$ cat src/rtl/diag_pkg.sv
package diag_pkg;
  typedef enum logic [3:0] {
    S_IDLE, S_RB_RD, S_RB_ACC, S_PICK, S_PRV_RD, S_PRV_CAP,
    S_END_RD, S_END_CAP, S_RUN, S_CMP, S_DONE
  } diag_st_t;
endpackage

$ cat src/rtl/dp_table_ram.sv
module dp_table_ram #(
  parameter int DEPTH = 8,
  parameter int W     = 32,
  localparam int AW   = $clog2(DEPTH)
) (
  input  logic          clk,
  input  logic          we,
  input  logic [AW-1:0] waddr,
  input  logic [W-1:0]  wdata,
  input  logic          re,
  input  logic [AW-1:0] raddr,
  output logic [W-1:0]  rdata
);
  logic [W-1:0] mem [DEPTH];

  always_ff @(posedge clk) begin
    if (we) mem[waddr] <= wdata;
    if (re) rdata <= mem[raddr];
  end
endmodule

$ cat src/rtl/pat_lfsr.sv
module pat_lfsr #(
  parameter int         W    = 8,
  parameter logic [W-1:0] POLY = 8'h1D
) (
  input  logic         clk,
  input  logic         rst,
  input  logic         load,
  input  logic [W-1:0] load_val,
  input  logic         en,
  output logic [W-1:0] state_o
);
  logic [W-1:0] state_q;

  always_ff @(posedge clk) begin
    if (rst)       state_q <= W'(1);
    else if (load) state_q <= load_val;
    else if (en)   state_q <= {state_q[W-2:0], 1'b0} ^ (state_q[W-1] ? POLY : '0);
  end

  assign state_o = state_q;

  assert_gen_hold_R3: assert property (@(posedge clk) disable iff (rst)
    (!load && !en) |=> $stable(state_q));
endmodule

$ cat src/rtl/sig_misr.sv
module sig_misr #(
  parameter int         W    = 8,
  parameter logic [W-1:0] POLY = 8'h1D
) (
  input  logic         clk,
  input  logic         rst,
  input  logic         load,
  input  logic [W-1:0] load_val,
  input  logic         en,
  input  logic [W-1:0] din,
  output logic [W-1:0] sig_o
);
  logic [W-1:0] sig_q;

  always_ff @(posedge clk) begin
    if (rst)       sig_q <= '0;
    else if (load) sig_q <= load_val;
    else if (en)   sig_q <= ({sig_q[W-2:0], 1'b0} ^ (sig_q[W-1] ? POLY : '0)) ^ din;
  end

  assign sig_o = sig_q;

  assert_misr_hold_R3: assert property (@(posedge clk) disable iff (rst)
    (!load && !en) |=> $stable(sig_q));
endmodule

$ cat src/rtl/cov_end_pick.sv
module cov_end_pick #(
  parameter int NUM_DP = 8,
  parameter int IDX_W  = 3,
  parameter int CW     = 4,
  parameter int TW     = 5
) (
  input  logic [NUM_DP*CW-1:0] cum_i,
  input  logic [IDX_W:0]       s_i,
  input  logic [TW-1:0]        tgt_i,
  input  logic [IDX_W-1:0]     lim_i,
  output logic [IDX_W-1:0]     e_o
);
  logic [IDX_W-1:0] cand;

  always_comb begin
    cand = IDX_W'(NUM_DP - 1);
    for (int i = NUM_DP - 1; i >= 0; i--) begin
      if ((IDX_W+1)'(i) >= s_i && TW'(cum_i[i*CW +: CW]) >= tgt_i)
        cand = IDX_W'(i);
    end
    e_o = (cand > lim_i) ? lim_i : cand;
  end
endmodule

$ cat src/rtl/cov_bisect_diag.sv
module cov_bisect_diag #(
  parameter int             NUM_DP     = 8,
  parameter int             NUM_FAULTS = 5,
  parameter int             PAT_W      = 8,
  parameter int             SIG_W      = 8,
  parameter int             SES_W      = 8,
  parameter int             FAIL_W     = 4,
  parameter logic [SIG_W-1:0] POLY      = 8'h1D,
  parameter logic [SIG_W-1:0] LFSR_SEED = 8'h01,
  parameter logic [SIG_W-1:0] MISR_SEED = 8'h00,
  localparam int FB    = 2 * NUM_FAULTS,
  localparam int IDX_W = $clog2(NUM_DP),
  localparam int CW    = $clog2(FB + 1)
) (
  input  logic              clk,
  input  logic              rst,
  input  logic              start_i,
  input  logic [CW-1:0]     cfg_res_i,
  input  logic [FAIL_W-1:0] cfg_maxfail_i,
  input  logic              wr_en_i,
  input  logic [IDX_W-1:0]  wr_addr_i,
  input  logic [PAT_W-1:0]  wr_pat_i,
  input  logic [SIG_W-1:0]  wr_lfsr_i,
  input  logic [SIG_W-1:0]  wr_sig_i,
  input  logic [FB-1:0]     wr_fault_i,
  output logic [SIG_W-1:0]  pat_o,
  input  logic [SIG_W-1:0]  cut_i,
  output logic              done_o,
  output logic [FB-1:0]     susp_o,
  output logic [SES_W-1:0]  sessions_o
);
  import diag_pkg::*;

  localparam int TW = CW + 1;
  localparam int EW = PAT_W + 2 * SIG_W + FB;
  localparam logic [IDX_W-1:0] LAST = IDX_W'(NUM_DP - 1);

  diag_st_t st_q;
  logic [IDX_W:0]        s_q, base_q;
  logic [IDX_W-1:0]      e_q, lim_q, k_q;
  logic [TW-1:0]         step_q, tgt_q;
  logic [FB-1:0]         susp_q, uni_q, end_flt_q;
  logic [NUM_DP*CW-1:0]  cum_q;
  logic [FAIL_W-1:0]     fails_q, mf_q;
  logic [CW-1:0]         thr_q;
  logic [SES_W-1:0]      ses_q;
  logic [PAT_W-1:0]      prv_pat_q, cnt_q;
  logic [SIG_W-1:0]      end_sig_q;
  logic                  done_q;

  // table read port
  logic                  rd_en;
  logic [IDX_W-1:0]      rd_addr;
  logic [EW-1:0]         rdata;
  logic [PAT_W-1:0]      rd_pat;
  logic [SIG_W-1:0]      rd_lfsr, rd_sig;
  logic [FB-1:0]         rd_flt;

  dp_table_ram #(.DEPTH(NUM_DP), .W(EW)) u_tab (
    .clk(clk), .we(wr_en_i), .waddr(wr_addr_i),
    .wdata({wr_pat_i, wr_lfsr_i, wr_sig_i, wr_fault_i}),
    .re(rd_en), .raddr(rd_addr), .rdata(rdata)
  );

  assign rd_pat  = rdata[EW-1 -: PAT_W];
  assign rd_lfsr = rdata[FB+SIG_W +: SIG_W];
  assign rd_sig  = rdata[FB +: SIG_W];
  assign rd_flt  = rdata[FB-1:0];

  logic [IDX_W-1:0] s_idx, sm1;
  assign s_idx = s_q[IDX_W-1:0];
  assign sm1   = s_idx - 1'b1;

  always_comb begin
    rd_en   = 1'b0;
    rd_addr = k_q;
    case (st_q)
      S_RB_RD:  begin rd_en = 1'b1; rd_addr = k_q; end
      S_PRV_RD: begin rd_en = 1'b1; rd_addr = sm1; end
      S_END_RD: begin rd_en = 1'b1; rd_addr = e_q; end
      default:  ;
    endcase
  end

  // generator and compactor
  logic             gen_load, gen_en;
  logic [SIG_W-1:0] lfsr_ld, misr_ld, misr_q;

  assign gen_load = (st_q == S_PICK && s_q == '0) || (st_q == S_PRV_CAP);
  assign gen_en   = (st_q == S_RUN);
  assign lfsr_ld  = (st_q == S_PRV_CAP) ? rd_lfsr : LFSR_SEED;
  assign misr_ld  = (st_q == S_PRV_CAP) ? rd_sig  : MISR_SEED;

  pat_lfsr #(.W(SIG_W), .POLY(POLY)) u_gen (
    .clk(clk), .rst(rst), .load(gen_load), .load_val(lfsr_ld),
    .en(gen_en), .state_o(pat_o)
  );

  sig_misr #(.W(SIG_W), .POLY(POLY)) u_misr (
    .clk(clk), .rst(rst), .load(gen_load), .load_val(misr_ld),
    .en(gen_en), .din(cut_i), .sig_o(misr_q)
  );

  // window end selection
  logic [IDX_W-1:0] pick_e;

  cov_end_pick #(.NUM_DP(NUM_DP), .IDX_W(IDX_W), .CW(CW), .TW(TW)) u_pick (
    .cum_i(cum_q), .s_i(s_q), .tgt_i(tgt_q), .lim_i(lim_q), .e_o(pick_e)
  );

  function automatic logic [CW-1:0] ones(input logic [FB-1:0] v);
    logic [CW-1:0] n;
    n = '0;
    for (int i = 0; i < FB; i++) n = n + CW'(v[i]);
    return n;
  endfunction

  logic [FB-1:0]  acc_u, nsusp;
  logic [CW-1:0]  acc_n, cb, cum_e;
  logic [TW-1:0]  nstep;
  logic           fail_w;

  assign acc_u  = uni_q | (rd_flt & susp_q);
  assign acc_n  = ones(acc_u);
  assign nsusp  = susp_q & end_flt_q;
  assign cb     = (s_q == base_q) ? '0 : cum_q[sm1*CW +: CW];
  assign cum_e  = cum_q[e_q*CW +: CW];
  assign nstep  = ((step_q >> 1) == '0) ? TW'(1) : (step_q >> 1);
  assign fail_w = (misr_q != end_sig_q);

  always_ff @(posedge clk) begin
    if (rst) begin
      st_q <= S_IDLE;
      s_q <= '0; base_q <= '0; e_q <= '0; lim_q <= '0; k_q <= '0;
      step_q <= '0; tgt_q <= '0; susp_q <= '0; uni_q <= '0; end_flt_q <= '0;
      cum_q <= '0; fails_q <= '0; mf_q <= '0; thr_q <= '0; ses_q <= '0;
      prv_pat_q <= '0; cnt_q <= '0; end_sig_q <= '0; done_q <= 1'b0;
    end else begin
      done_q <= 1'b0;
      case (st_q)
        S_IDLE: if (start_i) begin
          susp_q  <= '1;
          ses_q   <= '0;
          fails_q <= '0;
          base_q  <= '0;
          k_q     <= '0;
          uni_q   <= '0;
          thr_q   <= cfg_res_i;
          mf_q    <= cfg_maxfail_i;
          st_q    <= S_RB_RD;
        end
        S_RB_RD: st_q <= S_RB_ACC;
        S_RB_ACC: begin
          uni_q <= acc_u;
          cum_q[k_q*CW +: CW] <= acc_n;
          if (k_q == LAST) begin
            step_q <= TW'(acc_n >> 1);
            tgt_q  <= TW'(acc_n >> 1);
            s_q    <= base_q;
            lim_q  <= LAST;
            st_q   <= S_PICK;
          end else begin
            k_q  <= k_q + 1'b1;
            st_q <= S_RB_RD;
          end
        end
        S_PICK: begin
          e_q <= pick_e;
          if (s_q == '0) begin
            prv_pat_q <= '0;
            st_q      <= S_END_RD;
          end else begin
            st_q <= S_PRV_RD;
          end
        end
        S_PRV_RD:  st_q <= S_PRV_CAP;
        S_PRV_CAP: begin
          prv_pat_q <= rd_pat;
          st_q      <= S_END_RD;
        end
        S_END_RD:  st_q <= S_END_CAP;
        S_END_CAP: begin
          end_sig_q <= rd_sig;
          end_flt_q <= rd_flt & susp_q;
          cnt_q     <= rd_pat - prv_pat_q;
          st_q      <= S_RUN;
        end
        S_RUN: begin
          cnt_q <= cnt_q - 1'b1;
          if (cnt_q <= PAT_W'(1)) st_q <= S_CMP;
        end
        S_CMP: begin
          ses_q  <= ses_q + 1'b1;
          step_q <= nstep;
          if (!fail_w) begin
            if (e_q == LAST) begin
              susp_q <= susp_q & ~uni_q;
              st_q   <= S_DONE;
            end else begin
              s_q   <= {1'b0, e_q} + 1'b1;
              tgt_q <= TW'(cum_e) + nstep;
              lim_q <= LAST;
              st_q  <= S_PICK;
            end
          end else if (s_idx != e_q) begin
            tgt_q <= TW'(cb) + nstep;
            lim_q <= e_q - 1'b1;
            st_q  <= S_PICK;
          end else begin
            susp_q  <= nsusp;
            fails_q <= fails_q + 1'b1;
            base_q  <= {1'b0, e_q} + 1'b1;
            k_q     <= e_q + 1'b1;
            uni_q   <= '0;
            if (ones(nsusp) <= thr_q || (fails_q + 1'b1) >= mf_q || e_q == LAST)
              st_q <= S_DONE;
            else
              st_q <= S_RB_RD;
          end
        end
        S_DONE: begin
          done_q <= 1'b1;
          st_q   <= S_IDLE;
        end
        default: st_q <= S_IDLE;
      endcase
    end
  end

  assign done_o     = done_q;
  assign susp_o     = susp_q;
  assign sessions_o = ses_q;

  assert_done_pulse_R12: assert property (@(posedge clk) disable iff (rst)
    done_q |=> !done_q);

  assert_idle_hold_R12: assert property (@(posedge clk) disable iff (rst)
    (st_q == S_IDLE && !start_i) |=> ($stable(susp_q) && $stable(ses_q)));

  assert_susp_shrink_R6: assert property (@(posedge clk) disable iff (rst)
    (st_q != S_IDLE) |=> ((susp_q & ~$past(susp_q)) == '0));

  assert_session_step_R3: assert property (@(posedge clk) disable iff (rst)
    (st_q == S_CMP) |=> (ses_q == $past(ses_q) + 1'b1));

  assert_end_range_R5: assert property (@(posedge clk) disable iff (rst)
    (st_q == S_PICK) |-> ({1'b0, pick_e} >= s_q && pick_e <= lim_q));

  assert_restart_zero_R7: assert property (@(posedge clk) disable iff (rst)
    (st_q == S_CMP && fail_w && s_idx == e_q) |=> (uni_q == '0));
endmodule

$ cat config.mk
export PLATFORM = sky130hd
export DESIGN_NAME = cov_bisect_diag
export DESIGN_NICKNAME = d
export VERILOG_FILES = /design/src/rtl/diag_pkg.sv /design/src/rtl/dp_table_ram.sv /design/src/rtl/pat_lfsr.sv /design/src/rtl/sig_misr.sv /design/src/rtl/cov_end_pick.sv /design/src/rtl/cov_bisect_diag.sv
export SDC_FILE = /design/constraint.sdc
export NUM_CORES = 1
export LEC_CHECK = 0
export ABC_AREA = 0
export BUFFER_PORTS_ARGS = -buffer_cell sky130_fd_sc_hd__buf_2
export CAP_MARGIN = 30
export CELL_PAD_IN_SITES_DETAIL_PLACEMENT = 1
export CELL_PAD_IN_SITES_GLOBAL_PLACEMENT = 1
export CORE_MARGIN = 4
export CORE_UTILIZATION = 52
export DETAILED_ROUTE_END_ITERATION = 10
export PLACE_DENSITY = 0.84
export SETUP_SLACK_MARGIN = 0.5
export SLEW_MARGIN = 15
export SYNTH_ARGS = -nofsm -noshare
export SYNTH_HDL_FRONTEND = slang
export SYNTH_SLANG_ARGS = --single-unit
$ cat constraint.sdc
create_clock -name clk -period 5.1 [get_ports clk]
set_input_delay 0.51 -clock clk [delete_from_list [all_inputs] [get_ports clk]]
set_output_delay 0.51 -clock clk [all_outputs]
set_load 0.01 [all_outputs]
; Word level (Yosys, flattened, before mapping)
; Memory sizes are Yosys's and may differ from the RTL's. A register that Yosys moved wholly into a read port is not among the register bits.
; Index checks and enable logic that the tools add are counted.
[op_classes]
n_div = 0
reduce_logical = 32
n_bitwise = 8
eq_ne = 28
n_lt_le_gt_ge = 18
shift = 4
muxes = 74
multipliers = 0
n_addsub = 30
[ops]
columns = operator, count
row1 = 10-bit 2-to-1 mux, 7
row2 = 4-bit 2-to-1 mux, 16
row3 = 8-bit 2-to-1 mux, 8
row4 = 32-bit by 6-bit indexed part select with 4-bit output, 2
row5 = 4-bit by 1-bit adder with 4-bit output, 12
row6 = 8-bit case mux with 2 select lines, 3
row7 = 4-bit case mux with 10 select lines, 1
row8 = 3-bit 2-to-1 mux, 13
row9 = 4-bit by 5-bit greater-or-equal comparator with 1-bit output, 7
row10 = 5-bit negator with 34-bit output, 1
row11 = "4-bit by 34-bit variable shift with 32-bit output, first input constant", 1
row12 = 4-bit by 34-bit indexed part select with 32-bit output, 1
row13 = 32-bit bitwise mux, 1
row14 = 10-bit bitwise AND, 3
row15 = 5-bit 2-to-1 mux, 6
row16 = 10-bit case mux with 3 select lines, 1
row17 = 4-bit case mux with 2 select lines, 3
row18 = 8-bit bitwise XOR, 3
row19 = 10-bit case mux with 2 select lines, 1
row20 = 5-bit case mux with 2 select lines, 2
row21 = 4-bit AND reduction, 5
row22 = "4-bit by 3-bit equality test with 1-bit output, second input constant", 4
row23 = "2-bit != test, second input constant", 7
row24 = "4-bit equality test, second input constant", 3
row25 = other kinds (41), 83
[totals]
ramBits = 272
word_cells = 217
latchBits = 0
in_bits = 57
romBits = 0
memories = 1
register_bits = 154
[mem_list]
columns = name, words, word_bits, read_ports, rd_clocked_by_memory_dff, wr, line
row1 = u_tab.mem, 8, 34, 1, 1, 1, dp_table_ram.sv:14  ; logic [W-1:0] mem [DEPTH];

; Logic depth before layout (Yosys ltp)
[logic_depth]
word_depth = 17
depth_mapped = 17
depth_no_buf = 17

; Hierarchy
; A second synthesis with hierarchy kept.
[hier_totals]
cells_unflattened = 1539
area_unflattened_um2 = 20781.2
[by_module_without_submodules]
columns = mod, area_per_inst_um2, cells_per_inst, n_inst
row1 = dp_table_ram, 11423.5, 441, 1
row2 = cov_bisect_diag, 7617.3, 902, 1
row3 = cov_end_pick, 835.8, 100, 1
row4 = sig_misr, 483.0, 54, 1
row5 = pat_lfsr, 421.7, 42, 1

; Least setup slack after synthesis
; Ideal clock, no wire load.
[synth_timing]
path_kind = register to register
start = reg susp_q[3] (netlist: susp_o[3])
end = reg st_q[1]
path_stages_with_launch = 18
setup_time_ps = 125
synth_period_minus_slack_ps = 4382
t_required_ps = 4975
n_path_buf = 0
path_slack_ps = 718
t_arrival_ps = 4257
cell_sequence = dfxtp_1 nand2_1 fa_1 fa_1 fa_1 inv_1 ha_1 inv_1 fa_1 inv_1 ha_1 nor2b_1 o21a_1 o21ai_0 a2111oi_0 nand2_1 o21a_1 o41a_1
[synth_between]
elab_chain_cells = 15
[synth_lines]
columns = element, line
row1 = "start, declared", cov_bisect_diag.sv:42  ; logic [FB-1:0] susp_q, uni_q, end_flt_q;
row2 = "start signal, assigned", cov_bisect_diag.sv:197  ; susp_q <= susp_q & ~uni_q;
row3 = "start signal, assigned", cov_bisect_diag.sv:210  ; susp_q <= nsusp;
row4 = 10-bit bitwise AND, cov_bisect_diag.sv:125  ; assign nsusp = susp_q & end_flt_q;
row5 = 3-bit by 1-bit adder with 4-bit output, cov_bisect_diag.sv:114  ; for (int i = 0; i < FB; i++) n = n + CW'(v[i]);
row6 = 4-bit by 1-bit adder with 4-bit output (6 in a row), cov_bisect_diag.sv:114
row7 = 4-bit less-or-equal comparator, cov_bisect_diag.sv:215  ; if (ones(nsusp) <= thr_q || (fails_q + 1'b1) >= mf_q || e_q == LAST)
row8 = 1-bit logical OR (2 in a row), cov_bisect_diag.sv:215
row9 = 4-bit 2-to-1 mux, cov_bisect_diag.sv:215
row10 = 4-bit 2-to-1 mux, cov_bisect_diag.sv:205  ; end else if (s_idx != e_q) begin
row11 = 4-bit 2-to-1 mux, cov_bisect_diag.sv:195  ; if (!fail_w) begin
row12 = 4-bit case mux with 10 select lines, cov_bisect_diag.sv:140  ; case (st_q)
row13 = "end signal, assigned", cov_bisect_diag.sv:198  ; st_q <= S_DONE;
row14 = "end signal, assigned", cov_bisect_diag.sv:208  ; st_q <= S_PICK;
row15 = "end signal, assigned", cov_bisect_diag.sv:216  ; st_q <= S_DONE;
row16 = "end, declared", cov_bisect_diag.sv:38  ; diag_st_t st_q;
; Every way passes these cells.
; A chain may end at the register's enable or synchronous reset.

; Worst setup path in the final report
[layout_timing]
start = reg susp_q[1] (netlist: susp_o[1])
end = reg st_q[1]
[layout_between]
elab_chain_cells = 17
[layout_lines]
columns = element, line
row1 = 10-bit bitwise AND, cov_bisect_diag.sv:125
row2 = 1-bit by 1-bit adder with 2-bit output, cov_bisect_diag.sv:114
row3 = 2-bit by 1-bit adder with 3-bit output, cov_bisect_diag.sv:114
row4 = 3-bit by 1-bit adder with 4-bit output, cov_bisect_diag.sv:114
row5 = 4-bit by 1-bit adder with 4-bit output (6 in a row), cov_bisect_diag.sv:114
row6 = 4-bit less-or-equal comparator, cov_bisect_diag.sv:215
row7 = 1-bit logical OR (2 in a row), cov_bisect_diag.sv:215
row8 = 4-bit 2-to-1 mux, cov_bisect_diag.sv:215
row9 = 4-bit 2-to-1 mux, cov_bisect_diag.sv:205
row10 = 4-bit 2-to-1 mux, cov_bisect_diag.sv:195
row11 = 4-bit case mux with 10 select lines, cov_bisect_diag.sv:140
; Every way passes these cells.

==> impl_metrics.csv <==
group,metric,value,unit
outcome,status,"finished clean",
route,vias_per_cell,6.148,
power_and_ir_drop,power_density,389.0,nW/um2
power_and_ir_drop,p_clk_share,39.6,%
global_routing,grt_usage,26.22,%
clock_network,clk_path_buf_depth,3,
power_and_ir_drop,swShare,25.21,%
global_routing,grt_antenna_before_repair,2,
clock_network,cts_hold_buffers,0,
route,wl_per_cell,25.44,um
synthesis,synth_commonest_cells,"edfxtp_1, dfxtp_1, nor2_1, a21oi_1, nand2_1",
global_routing,grt_max_degree,86,
placement,gp_congestion,0.8322,
layout,antenna-diode-count,0,
route,drt_wl_total,55.15,mm
route,drt-pass1-iter-count,5,
clock_network,cts_buffers,46,
timing,layout_min_cycle_time,4561,ps
timing,fin_worst_skew,33.32,ps
power_and_ir_drop,total_leakage_power,0.008175,uW
clock_network,clkSinkCount,457,
synthesis,synth_largest_area_cell,"edfxtp_1",
synthesis,synth.top_cell.area_share,44.92,%
timing,clock.fmax,219.3,MHz
floorplanning,start_util,52.80,%
floorplanning,die_area,42570,um2
placement,hpwlAfterDp,33.61,mm
hold_path,hp-class,"primary input to flop",
global_routing,grt.overflow.total,0,
placement,preCtsSetupSlack,206.1,ps
power_and_ir_drop,p_int,6779,uW
timing,setup_viol,0,
synthesis,yosysWarnings,0,
timing,tightestPinTransition,1052,ps
global_routing,grt_pass1_vias,14370,
synthesis,synthArstFlopShare,0,%
synthesis,ys_seq_area_share,59.70,%
clock_network,htreeDepth,2,
critical_path,critPathRequiredTime,5570,ps
timing,rsz0062_at_grt,"true",
layout,post-route-util,60.15,%
critical_path,timing.rr.start,"susp_o[1]$_SDFFE_PP0P_",
timing,final_hold_viol_count,0,
floorplanning,num_io_pins,84,
timing,post-route-period-util,89.43,%
timing,slew_viol_final,0,
global_routing,grt_pass1_wl,85.52,mm
power_and_ir_drop,seq_power_share,47.1,%
power_and_ir_drop,combPwrFrac,13.4,%
clock_network,path_clk_slew,60,ps
route,first_iter_violations,1157,
timing,max-slew-margin-rel,29.33,%
clock_network,clock_latency,600,ps
floorplanning,rows,72,
layout,final_nets,1752,
critical_path,endpoint_kind,"flop",
route,via_count,13330,
synthesis,ys_ff_latch,457,
timing,setup-tns-final,0,ps
critical_path,crit_type,"flop to flop",
power_and_ir_drop,p_switching,2285,uW
critical_path,cp.arrival,5030,ps
critical_path,critPathCapture,"st_q[1]$_SDFFE_PP0P_",
placement,port_buffers,83,
clock_network,cts_tree,"yes",
timing,fin_ws,539.1,ps
synthesis,synth_nets,1658,
synthesis,syn_area,20450,um2
floorplanning,coreArea,38740,um2
critical_path,startpoint,"susp_o[1]$_SDFFE_PP0P_",
power_and_ir_drop,peakVddDrop,0.4752,mV
route,ant_nets,0,
route,drc,0,
synthesis,avgSynthCellArea,13.47,um2
clock_network,cts-root-buf,"clkbuf_16",
critical_path,r2r-end,"st_q[1]$_SDFFE_PP0P_",
floorplanning,die_w,206.3,um
critical_path,worst_setup_path_start_kind,"flop",
placement,place_area,21540,um2
synthesis,synthFlopType,"edfxtp_1",
synthesis,synth.distinct_cells,79,
layout,areaGrowthSynthToFinish,13.92,%
critical_path,cp_max_fo,5,
synthesis,ys_top_cells_by_area,"edfxtp_1, dfxtp_1, mux4_2, ha_1, a21oi_1",
critical_path,reg2reg_depth,18,
synthesis,synth_cells,1519,
floorplanning,die_h,206.3,um
layout,drive_above_1_share,21.82,%
critical_path,r2r_setup_slack,540,ps
synthesis,yosysMostFrequentCell,"edfxtp_1",
job,cap_violations,0,
synthesis,synth-edff-count,306,
layout,postLayoutCellArea,23300,um2
## sequential cells by signal (all words and copies together), names as in the netlist, 8 cells and up
register,count
u_tab.mem,272
u_tab.rdata,34
cum_q,32
end_flt_q,10
susp_o,10
uni_q,10
cnt_q,8
end_sig_q,8
prv_pat_q,8
sessions_o,8
u_gen.state_o,8
u_misr.sig_o,8
## power groups by stage
stage | clock, uW | combinational (uW) | sequential [uW]
global placement | 0 | 1110 | 4310
detailed placement | 0 | 1150 | 4330
CTS | 3630 | 1190 | 4260
finish | 3590 | 1210 | 4270
floorplan | 0 | 785 | 4290
global route | 3790 | 1310 | 4280
## placed cells by master, fill, tap and decap left out, types with 5 or more instances in the layout
cell type | synthesis | final
clkinv_1 | 1 | 12
nand3_1 | 26 | 26
a22oi_1 | 9 | 9
a31oi_1 | 11 | 11
nor2_1 | 135 | 127
a32o_1 | 8 | 8
a21oi_1 | 117 | 113
clkbuf_16 | 0 | 47
ha_1 | 68 | 66
a311oi_1 | 6 | 6
o21ai_0 | 35 | 33
dfxtp_2 | 0 | 6
o22ai_1 | 6 | 6
clkbuf_1 | 47 | 7
mux2_2 | 36 | 36
buf_4 | 3 | 32
bufinv_16 | 0 | 8
xnor2_1 | 31 | 31
a22o_1 | 5 | 5
nor3_1 | 38 | 35
dfxtp_1 | 151 | 141
nor2_4 | 0 | 6
fa_1 | 14 | 14
and2_1 | 6 | 6
nand3b_1 | 5 | 5
inv_1 | 59 | 57
a21o_1 | 14 | 14
clkinv_2 | 0 | 6
a211oi_1 | 19 | 19
mux4_2 | 84 | 84
buf_2 | 16 | 82
mux2i_1 | 36 | 36
edfxtp_1 | 306 | 306
nand2_1 | 105 | 104
o21ai_1 | 5 | 5
xor2_1 | 16 | 16
nand2b_1 | 16 | 16
## worst max-delay path: stages (launching register included)
cell	delay, ps
dfxtp_4	380
nand2_4	50
fa_1	570
fa_1	450
fa_1	470
inv_1	70
ha_2	180
inv_2	40
fa_1	490
inv_2	50
ha_4	260
nor2b_4	120
o21a_1	150
o21ai_2	70
a2111oi_4	350
buf_4	170
nand2_1	50
o21a_1	200
o41a_1	320
## routing by layer
layer | GRT usage, % | wire (um) | vias to the layer above
met5 | 0 | 13 | -
met2 | 45.39 | 28220 | 490
met1 | 34.43 | 22350 | 6860
met4 | 7.723 | 1438 | 2
met3 | 4.174 | 3135 | 108
li1 | - | - | 5869
## per-stage QoR
step	cells	power (uW)	hold WS [ps]
global route	2168	9382	163.9
floorplan	1519	5074	431.7
global placement	2076	5420	438.8
detailed placement	2076	5484	455.7
finish	2168	9063	164.5
CTS	2163	9086	147.6
## cells by family (layout without fill, tap and decap cells)
family	after synthesis	count (layout)	synth area share, %
xor+xnor	49	49	2.172
flops	457	457	59.70
simple gates	366	366	8.172
compound gates	274	274	8.509
fa+ha+maj	82	82	5.530
buf+inv	134	265	2.869
mux	157	157	13.05
## layout make-up
type,count,area [um2]
Clock buffer,56,1230
Clock inverter,29,377.9
Fill cell,3770,15440
Multi-Input combinational cell,928,7823
Sequential cell,457,12230
Timing Repair Buffer,120,763.2
Inverter,60,225.2
Tap cell,518,648.1
## repair_timing
item | 4_1_cts | 5_1_grt
cloned | 0 | 0
buffers inserted | 2 | 3
gates resized for setup | 15 | 14
endpoints found under the setup margin | 3 | 2
pin swaps | 4 | 6
## how the worst min path moves through the flow
stage / slack (ps) / from / to / cells after the start
after floorplan: 430 / end_flt_q[2]$_SDFFE_PP0P_ / end_flt_q[2]$_SDFFE_PP0P_ / 2
after global placement: 440 / end_flt_q[2]$_SDFFE_PP0P_ / end_flt_q[2]$_SDFFE_PP0P_ / 2
after detailed placement: 460 / mf_q[3]$_SDFFE_PP0P_ / mf_q[3]$_SDFFE_PP0P_ / 2
after CTS: 150 / wr_sig_i[5] / u_tab.mem[2][15]$_DFFE_PP_ / 1
after global routing: 160 / cfg_maxfail_i[1] / mf_q[1]$_SDFFE_PP0P_ / 3
final: 160 / cfg_res_i[0] / thr_q[0]$_SDFFE_PP0P_ / 3
No activity file was read; power rests on OpenSTA's default activity.
